==> src/rtl/stk8_pkg.sv <==
package stk8_pkg;
  localparam int DATA_W    = 8;
  localparam int OP_W      = 3;
  localparam int ARG_W     = DATA_W - OP_W;
  localparam int MEM_WORDS = 1 << ARG_W;

  typedef enum logic [OP_W-1:0] {
    OP_ADD   = 3'b000,
    OP_NAND  = 3'b001,
    OP_LOAD  = 3'b010,
    OP_STORE = 3'b011,
    OP_IMM   = 3'b100,
    OP_BEQ   = 3'b101,
    OP_STOP  = 3'b110,
    OP_BAD   = 3'b111
  } opcode_e;

  typedef enum logic [2:0] {
    SOP_NONE,
    SOP_PUSH,
    SOP_POP1,
    SOP_POP2,
    SOP_REDUCE
  } stk_op_e;

  typedef enum logic [2:0] {
    S_IDLE,
    S_FETCH,
    S_DECODE,
    S_LOAD,
    S_HALT
  } core_state_e;
endpackage

==> src/rtl/stk8_mem.sv <==
module stk8_mem #(
  parameter int AW = 5,
  parameter int DW = 8,
  localparam int WORDS = 1 << AW
) (
  input  logic          clk,
  input  logic          we,
  input  logic [AW-1:0] waddr,
  input  logic [DW-1:0] wdata,
  input  logic [AW-1:0] raddr,
  output logic [DW-1:0] rdata
);
  logic [DW-1:0] ram [WORDS];

  // One synchronous write port and one synchronous read port, no reset,
  // so the array maps onto block RAM.
  always_ff @(posedge clk) begin
    if (we) ram[waddr] <= wdata;
    rdata <= ram[raddr];
  end
endmodule

==> src/rtl/stk8_stack.sv <==
module stk8_stack
  import stk8_pkg::*;
#(
  parameter int DEPTH = 16,
  parameter int DW    = 8,
  localparam int CW   = $clog2(DEPTH + 1),
  localparam int IW   = $clog2(DEPTH)
) (
  input  logic          clk,
  input  logic          rst,
  input  stk_op_e       op,
  input  logic [DW-1:0] wdata,
  output logic [CW-1:0] depth,
  output logic [DW-1:0] top,
  output logic [DW-1:0] second,
  output logic          full,
  output logic          has1,
  output logic          has2,
  input  logic [IW-1:0] dbg_idx,
  output logic [DW-1:0] dbg_data
);
  logic [DW-1:0] ent [DEPTH];
  logic [CW-1:0] cnt_q;
  logic [IW-1:0] i_top, i_sec, i_new;

  assign i_new  = IW'(cnt_q);
  assign i_top  = IW'(cnt_q - CW'(1));
  assign i_sec  = IW'(cnt_q - CW'(2));
  assign full   = (cnt_q == CW'(DEPTH));
  assign has1   = (cnt_q != '0);
  assign has2   = (cnt_q >= CW'(2));
  assign top    = has1 ? ent[i_top] : '0;
  assign second = has2 ? ent[i_sec] : '0;
  assign depth  = cnt_q;
  assign dbg_data = ent[dbg_idx];

  // Entry storage: written only by pushes and by the reducing ALU ops.
  always_ff @(posedge clk) begin
    if (op == SOP_PUSH && !full) ent[i_new] <= wdata;
    else if (op == SOP_REDUCE && has2) ent[i_sec] <= wdata;
  end

  always_ff @(posedge clk) begin
    if (rst) cnt_q <= '0;
    else begin
      unique case (op)
        SOP_PUSH:   if (!full) cnt_q <= cnt_q + CW'(1);
        SOP_POP1:   if (has1)  cnt_q <= cnt_q - CW'(1);
        SOP_POP2:   if (has2)  cnt_q <= cnt_q - CW'(2);
        SOP_REDUCE: if (has2)  cnt_q <= cnt_q - CW'(1);
        default: ;
      endcase
    end
  end

  // an accepted push grows the stack by exactly one
  a_r8_push_grows: assert property (@(posedge clk) disable iff (rst)
    (op == SOP_PUSH && !full) |=> (cnt_q == CW'($past(cnt_q) + CW'(1))));
  // the controller never asks for two operands that are not there
  a_r9_two_operands: assert property (@(posedge clk) disable iff (rst)
    (op == SOP_POP2 || op == SOP_REDUCE) |-> has2);
  // the controller never pops an empty stack
  a_r9_one_operand: assert property (@(posedge clk) disable iff (rst)
    (op == SOP_POP1) |-> has1);
endmodule

==> src/rtl/stk8_alu.sv <==
module stk8_alu #(
  parameter int DW = 8
) (
  input  logic          sel_nand,
  input  logic [DW-1:0] a,
  input  logic [DW-1:0] b,
  output logic [DW-1:0] y
);
  always_comb begin
    if (sel_nand) y = ~(a & b);
    else          y = a + b;
  end
endmodule

==> src/rtl/stk8_core.sv <==
module stk8_core
  import stk8_pkg::*;
#(
  parameter int STACK_DEPTH = 16,
  localparam int CW = $clog2(STACK_DEPTH + 1),
  localparam int IW = $clog2(STACK_DEPTH)
) (
  input  logic              clk,
  input  logic              rst,
  input  logic              run,
  input  logic              dbg_mem_we,
  input  logic [ARG_W-1:0]  dbg_addr,
  input  logic [DATA_W-1:0] dbg_wdata,
  input  logic              dbg_stk_push,
  input  logic [IW-1:0]     dbg_stk_idx,
  output logic              halted,
  output logic              err_overflow,
  output logic              err_underflow,
  output logic              err_illegal,
  output logic [ARG_W-1:0]  pc,
  output logic [DATA_W-1:0] dbg_mem_rdata,
  output logic [CW-1:0]     dbg_stk_depth,
  output logic [DATA_W-1:0] dbg_stk_data
);
  core_state_e       state_q, state_d;
  logic [ARG_W-1:0]  pc_q, pc_d;
  logic              ovf_q, ovf_d, unf_q, unf_d, ill_q, ill_d;

  logic              mem_we;
  logic [ARG_W-1:0]  mem_waddr, mem_raddr;
  logic [DATA_W-1:0] mem_wdata, mem_rdata;

  stk_op_e           stk_op;
  logic [DATA_W-1:0] stk_wdata, stk_top, stk_sec, alu_y;
  logic              stk_full, stk_has1, stk_has2;

  opcode_e           ins_op;
  logic [ARG_W-1:0]  ins_arg;
  logic [DATA_W-1:0] imm_ext;

  assign ins_op  = opcode_e'(mem_rdata[DATA_W-1:ARG_W]);
  assign ins_arg = mem_rdata[ARG_W-1:0];
  assign imm_ext = {{(DATA_W-ARG_W){ins_arg[ARG_W-1]}}, ins_arg};

  stk8_mem #(.AW(ARG_W), .DW(DATA_W)) u_mem (
    .clk(clk), .we(mem_we), .waddr(mem_waddr), .wdata(mem_wdata),
    .raddr(mem_raddr), .rdata(mem_rdata)
  );

  stk8_stack #(.DEPTH(STACK_DEPTH), .DW(DATA_W)) u_stack (
    .clk(clk), .rst(rst), .op(stk_op), .wdata(stk_wdata),
    .depth(dbg_stk_depth), .top(stk_top), .second(stk_sec),
    .full(stk_full), .has1(stk_has1), .has2(stk_has2),
    .dbg_idx(dbg_stk_idx), .dbg_data(dbg_stk_data)
  );

  stk8_alu #(.DW(DATA_W)) u_alu (
    .sel_nand(ins_op == OP_NAND), .a(stk_sec), .b(stk_top), .y(alu_y)
  );

  always_comb begin
    state_d   = state_q;
    pc_d      = pc_q;
    ovf_d     = ovf_q;
    unf_d     = unf_q;
    ill_d     = ill_q;
    stk_op    = SOP_NONE;
    stk_wdata = alu_y;
    mem_we    = 1'b0;
    mem_waddr = dbg_addr;
    mem_wdata = dbg_wdata;
    mem_raddr = dbg_addr;
    unique case (state_q)
      S_IDLE: begin
        if (dbg_mem_we) mem_we = 1'b1;
        else if (dbg_stk_push && !stk_full) begin
          stk_op    = SOP_PUSH;
          stk_wdata = dbg_wdata;
        end
        if (run) state_d = S_FETCH;
      end
      S_FETCH: begin
        mem_raddr = pc_q;
        state_d   = S_DECODE;
      end
      S_DECODE: begin
        mem_raddr = ins_arg;
        state_d   = S_FETCH;
        unique case (ins_op)
          OP_ADD, OP_NAND: begin
            if (ins_arg != '0) begin ill_d = 1'b1; state_d = S_HALT; end
            else if (!stk_has2) begin unf_d = 1'b1; state_d = S_HALT; end
            else begin stk_op = SOP_REDUCE; pc_d = pc_q + 1'b1; end
          end
          OP_LOAD: begin
            if (stk_full) begin ovf_d = 1'b1; state_d = S_HALT; end
            else state_d = S_LOAD;
          end
          OP_STORE: begin
            if (!stk_has1) begin unf_d = 1'b1; state_d = S_HALT; end
            else begin
              mem_we    = 1'b1;
              mem_waddr = ins_arg;
              mem_wdata = stk_top;
              stk_op    = SOP_POP1;
              pc_d      = pc_q + 1'b1;
            end
          end
          OP_IMM: begin
            if (stk_full) begin ovf_d = 1'b1; state_d = S_HALT; end
            else begin stk_op = SOP_PUSH; stk_wdata = imm_ext; pc_d = pc_q + 1'b1; end
          end
          OP_BEQ: begin
            if (!stk_has2) begin unf_d = 1'b1; state_d = S_HALT; end
            else if (stk_top == stk_sec) begin stk_op = SOP_POP2; pc_d = ins_arg; end
            else pc_d = pc_q + 1'b1;
          end
          OP_STOP: begin
            if (ins_arg != '0) ill_d = 1'b1;
            else pc_d = pc_q + 1'b1;
            state_d = S_HALT;
          end
          default: begin ill_d = 1'b1; state_d = S_HALT; end
        endcase
      end
      S_LOAD: begin
        stk_op    = SOP_PUSH;
        stk_wdata = mem_rdata;
        pc_d      = pc_q + 1'b1;
        state_d   = S_FETCH;
      end
      default: ;
    endcase
  end

  always_ff @(posedge clk) begin
    if (rst) begin
      state_q <= S_IDLE;
      pc_q    <= '0;
      ovf_q   <= 1'b0;
      unf_q   <= 1'b0;
      ill_q   <= 1'b0;
    end else begin
      state_q <= state_d;
      pc_q    <= pc_d;
      ovf_q   <= ovf_d;
      unf_q   <= unf_d;
      ill_q   <= ill_d;
    end
  end

  assign halted        = (state_q == S_HALT);
  assign err_overflow  = ovf_q;
  assign err_underflow = unf_q;
  assign err_illegal   = ill_q;
  assign pc            = pc_q;
  assign dbg_mem_rdata = mem_rdata;

  // once stopped, the core stays stopped until reset
  a_r7_halt_sticky: assert property (@(posedge clk) disable iff (rst)
    halted |=> halted);
  // overflow flag is sticky
  a_r8_ovf_sticky: assert property (@(posedge clk) disable iff (rst)
    err_overflow |=> err_overflow);
  // any fault flag goes with a stopped core
  a_r10_fault_halts: assert property (@(posedge clk) disable iff (rst)
    (err_overflow || err_underflow || err_illegal) |-> halted);
  // at most one fault is ever recorded
  a_r9_single_fault: assert property (@(posedge clk) disable iff (rst)
    $onehot0({err_overflow, err_underflow, err_illegal}));
  // the program counter does not move while idle
  a_r13_idle_pc_hold: assert property (@(posedge clk) disable iff (rst)
    (state_q == S_IDLE) |=> (pc_q == $past(pc_q)));
  // the program counter does not move while halted
  a_r7_halt_pc_hold: assert property (@(posedge clk) disable iff (rst)
    halted |=> $stable(pc_q));
endmodule

==> config.mk <==
export PLATFORM = sky130hd
export DESIGN_NAME = stk8_core
export DESIGN_NICKNAME = d
export VERILOG_FILES = /design/src/rtl/stk8_pkg.sv /design/src/rtl/stk8_mem.sv /design/src/rtl/stk8_stack.sv /design/src/rtl/stk8_alu.sv /design/src/rtl/stk8_core.sv
export SDC_FILE = /design/constraint.sdc
export NUM_CORES = 1
export LEC_CHECK = 0
export CELL_PAD_IN_SITES_DETAIL_PLACEMENT = 0
export CELL_PAD_IN_SITES_GLOBAL_PLACEMENT = 1
export CORE_UTILIZATION = 37
export CTS_BUF_LIST = sky130_fd_sc_hd__clkbuf_2
export DETAILED_ROUTE_END_ITERATION = 6
export GPL_TIMING_DRIVEN = 0
export HOLD_SLACK_MARGIN = 0.08
export PLACE_DENSITY_LB_ADDON = 0.1
export SLEW_MARGIN = 20
export SYNTH_ARGS = -nofsm -noshare
export SYNTH_HDL_FRONTEND = slang
export SYNTH_SLANG_ARGS = --single-unit
==> constraint.sdc <==
create_clock -name clk -period 14.1 [get_ports clk]
set_input_delay 4.23 -clock clk [delete_from_list [all_inputs] [get_ports clk]]
set_output_delay 4.23 -clock clk [all_outputs]
set_load 0.02 [all_outputs]
[Word level (Yosys, flattened, before mapping)]
Memory sizes are Yosys's and may differ from the RTL's. A register that Yosys moved wholly into a read port is not among the register bits.
Index checks and enable logic that the tools add are counted.
Storage, ports and cells
  register bits: 16
  memory bits (writable): 384
  input port bits: 22
  output and inout port bits: 30
  logic and storage cells: 138
  memories kept: 2
Memory list
  u_mem.ram: words 32, width 8, rd ports 1, clocked after memory_dff 1, write ports 1, RTL line stk8_mem.sv:13  | logic [DW-1:0] ram [WORDS];
  u_stack.ent: words 16, width 8, rd ports 3, clocked after memory_dff 0, write ports 1, RTL line stk8_stack.sv:22  | logic [DW-1:0] ent [DEPTH];
Operators by class
  add/sub/neg operators: 5
  $lt $le $gt $ge: 1
  equal/unequal tests: 31
  muxes and demuxes: 67
  bitwise gates (word level): 3
  reductions and logical operators: 23
Operators with widths (number)
  $mux W8: 11
  $mux W5: 14
  $pmux W5 S5: 1
  $mux W3: 8
  $pmux W3 S4: 2
  $pmux W8 S3: 1
  $pmux W5 S2: 2
  $pmux W5 S4: 1
  $eq A3 B2 Y1 const B: 6
  $mux W1: 18
  $ne A3 B3 Y1 const B: 6
  $eq A3 B3 Y1 const B: 5
  $pmux W3 S5: 1
  $ne A2 B2 Y1 const B: 7
  $add A5 B1 Y5 const B: 2
  $reduce_bool A5 Y1: 2
  $eq A3 B1 Y1 const B: 3
  $pmux W3 S3: 1
  $add A8 B8 Y8: 1
  $and A8 B8 Y8: 1
  $eq A8 B8 Y1: 1
  $not A8 Y8: 1
  $reduce_and A8 Y1: 1
  $reduce_bool A4 Y1: 2
  24 further kinds: 32

[Depth between registers and ports, before layout]
An unclocked memory read counts as a cell.
  depth after elaboration: 15
  mapped depth: 19

[By module]
Synthesis repeated with hierarchy kept, for this count alone.
Unflattened totals
  cell total of the unflattened synthesis: 1143
  area total of the unflattened synthesis: 19767.7 um^2
By module, submodules not included
  stk8_mem: instances 1, cells each 417, area an instance 10053.4 um^2
  stk8_stack: instances 1, cells each 466, area an instance 7827.5 um^2
  stk8_core: instances 1, cells each 203, area an instance 1468.9 um^2
  stk8_alu: instances 1, cells each 57, area an instance 417.9 um^2

[Worst setup path after synthesis]
No wires, ideal clock.
  path kind: input -> output
  start point: input dbg_stk_idx[0]
  end point: output dbg_stk_data[7]
  data arrival time: 6.089 ns
  required time: 9.870 ns
  slack: 3.781 ns
  cell stages on the path: 4
  path buffers: 2
  path through: clkbuf_1 buf_1 mux4_2 mux4_2
On the way
  word-level cells in the longest chain between the ends: 1
Ends and longest elaborated chain
  from (decl): RTL line stk8_core.sv:15  | input logic [IW-1:0] dbg_stk_idx,
  $mem_v2 Z16 W8
  to (decl): RTL line stk8_core.sv:23  | output logic [DATA_W-1:0] dbg_stk_data
No other way between the ends.

[Worst setup path after layout]
  start point: input dbg_stk_idx[1]
  end point: output dbg_stk_data[2]
The elaborated chain is that of the path after synthesis.

==> summary.txt <==
Synth
  • Sequential share of the synthesized area: 0.6081
  • Async SR Flop Fraction: 0
  • Synth Instances: 1424
  • EDFF count, synth: 384
  • Synth top area cells: edfxtp_1, mux4_2, nand2_1, a211oi_1, dfxtp_1
  • Yosys synthesis warning count: 0
  • Synth area leader: edfxtp_1
  • Post-synthesis net count: 1466
  • Synth cell types: 73
  • Synthesized area: 19750 um2
  • Avg Inst Size Synth: 13.87 um2
  • Synth top area share: 0.5838
  • Most used DFF post-synth: edfxtp_1
  • Top-count cell post-synth: edfxtp_1
  • Most frequent cells after synthesis: edfxtp_1, nand2_1, mux4_2
  • Flops & latches, synth: 408

Placed design
  • Input/output buffers: 46
  • DP HPWL: 43920 um
  • Routability congestion estimate: 0.8557
  • Post-Place Worst Slack: 2407 ps
  • Placed Instance Area: 21390 um2

Worst setup path
  • Worst r2r dst: u_stack.ent[15][2]
  • Crit path max fanout: 10
  • Slowest CP cell: clkbuf_1
  • Critical R2R Launch: u_stack.depth[0]
  • Crit path cell chain: clkbuf_1 > clkbuf_1 > clkbuf_1 > mux4_2 > mux4_2 > clkdlybuf4s50_1
  • Most frequent CP cell: clkbuf_1
  • CP endpoint kind: output port
  • Critical Path RT: 9870 ps
  • CP max stage delay: 760 ps
  • Worst Path Arrival: 7430 ps
  • Worst R2R Path Depth: 18
  • CP Launch Type: input port
  • Reg-to-reg setup timing slack: 5870 ps
  • Critical path type: in2out

Timing
  • Max Transition Viols Final: 0
  • Worst setup margin: 2442 ps
  • Worst-Margin Slew: 1109 ps
  • Setup-failing EPs final: 0
  • Crit share post-route: 0.8268
  • Worst Skew: 99.37 ps
  • RSZ-0062 raised after global routing: false
  • Fin. Hold Viols: 0
  • Post-route minimum period: 11660 ps
  • Max Clk Rate: 85.78 MHz
  • Setup TNS: 0 ps
  • Rel. slew slack: 0.2579

Clock tree
  • Max H-tree Level: 3
  • Worst-Skew Late Latency: 1140 ps
  • Clock tree sinks: 408
  • CTS clk-pin slew, worst paths: 100 ps
  • CTS tree: built
  • CTS Buf Count: 108
  • Post-CTS setup buffers: 0
  • Hold_buf cts: 0
  • Clock Tree Buf Depth: 3
  • Clock root cell: clkbuf_2
  • Post-CTS Resized: 0

Power and ir drop
  • Maximum vdd drop: 0.06249 mV
  • PnR Total Power: 3.509 mW
  • Pleak: 7.412 nW
  • Pwr/cell area: 156.5 nW/um2

Global route
  • GRT Residual Overflow: 0
  • Global-route wire length before repair: 90080 um
  • Largest net degree at the start of global routing: 33
  • Initial antenna violation count: 1
  • Overall routing resource usage: 0.2307
  • Vias in the first global route: 13750

Detailed routing
  • Final WL: 61670 um
  • Detailed Routing Iterations Pass 1: 7
  • Post-DRT Antenna Nets: 0
  • DRC: 0
  • Vias: 13550
  • Detailed Route Iter0 Violations: 1123
  • Wire per inst: 25.89 um
  • Via density per instance: 5.690

Flow run
  • Max-cap viol count: 0

Min path
  • Hold endpoint: err_illegal
  • Hold crit path type: reg2reg
  • Hold path startpoint: err_illegal
  • WHS Path Cells: 2

Floorplanning
  • Initial Utilization: 0.3751
  • Die Area: 54310 um2
  • Core Rows: 84
  • Die height: 233.1 um
  • Core Area: 52660 um2
  • Io pins: 52
  • Die W: 233.1 um

Finish
  • Synth-to-layout area growth: 13.50%
  • Final core utilization: 0.4258
  • Design area: 22420 um2
  • Share of layout cells above drive strength 1: 0.2150
  • Final net count: 1645

Status
  • Status: finished clean
==> sequential cells by signal (all words and copies together) (netlist names) <==
register,count
u_stack.ent,128
state_q,3
u_mem.ram,256
err_overflow,1
u_stack.depth,5
u_mem.rdata,8
err_illegal,1
pc,5
err_underflow,1
==> critical path: cells and delay by family <==
kind	cells	cell delay, ps
buffers and inverters	4	2230
muxes	2	960
==> layout by cell type (no fill, tap or decap), drive strengths merged, types with 35 or more instances in the layout <==
cell           count
a211oi            69
a31oi             73
and3              66
buf               45
clkbuf           236
clkdlybuf4s50     46
clkinv            42
edfxtp           384
mux4             120
nand2            183
nor2              72
nor3              35
o22ai             37
==> cell families (layout without fill, tap and decap cells) <==
family | count (synthesis) | after routing | synth area share
other cells | 0 | 1 | 0
simple gates | 450 | 450 | 0.1107
flops | 408 | 408 | 0.6081
buf+inv | 123 | 392 | 0.02496
compound gates | 290 | 290 | 0.1005
fa+ha+maj | 20 | 20 | 0.01305
mux | 122 | 122 | 0.1378
xor+xnor | 11 | 11 | 0.004878
==> final cells by class <==
class                           instances  area [um2]
Antenna cell                            1       2.502
Buffer                                106       431.7
Clock buffer                          152       760.7
Clock inverter                         48       259.0
Fill cell                            4953       30240
Inverter                               17       63.81
Multi-Input combinational cell        893        7337
Sequential cell                       408       12010
Tap cell                              688       860.8
Timing Repair Buffer                   69       691.9
==> through the flow <==
stage	hold WS (ps)	instances
6_report	475.8	2382
5_1_grt	502.1	2382
4_1_cts	482.4	2380
3_5_place_dp	459.7	2180
3_3_place_gp	449.5	2158
2_1_floorplan	554.9	1424
==> how the worst max path moves through the flow <==
stage / from / to / slack [ps] / depth (start not counted)
after floorplan: dbg_stk_idx[0] / dbg_stk_data[7] / 3780 / 4
after global placement: dbg_stk_idx[1] / dbg_stk_data[6] / 2430 / 6
after detailed placement: dbg_stk_idx[1] / dbg_stk_data[6] / 2410 / 6
after CTS: dbg_stk_idx[1] / dbg_stk_data[2] / 2400 / 6
after global routing: dbg_stk_idx[1] / dbg_stk_data[2] / 2360 / 6
final: dbg_stk_idx[1] / dbg_stk_data[2] / 2440 / 6
==> layer usage <==
layer	track usage	routed length, um
met5	0	0
met4	0.08558	1926
met3	0.05444	3449
met2	0.3923	30990
met1	0.2847	25300
==> power breakdown <==
group | total (mW) | switching [mW] | internal, mW
combinational | 1.17 | 0.762 | 0.408
sequential | 1.48 | 0.0419 | 1.44
clock | 0.855 | 0.521 | 0.334
total | 3.51 | 1.32 | 2.18
Note: power is estimated with default switching activity, not from simulation.
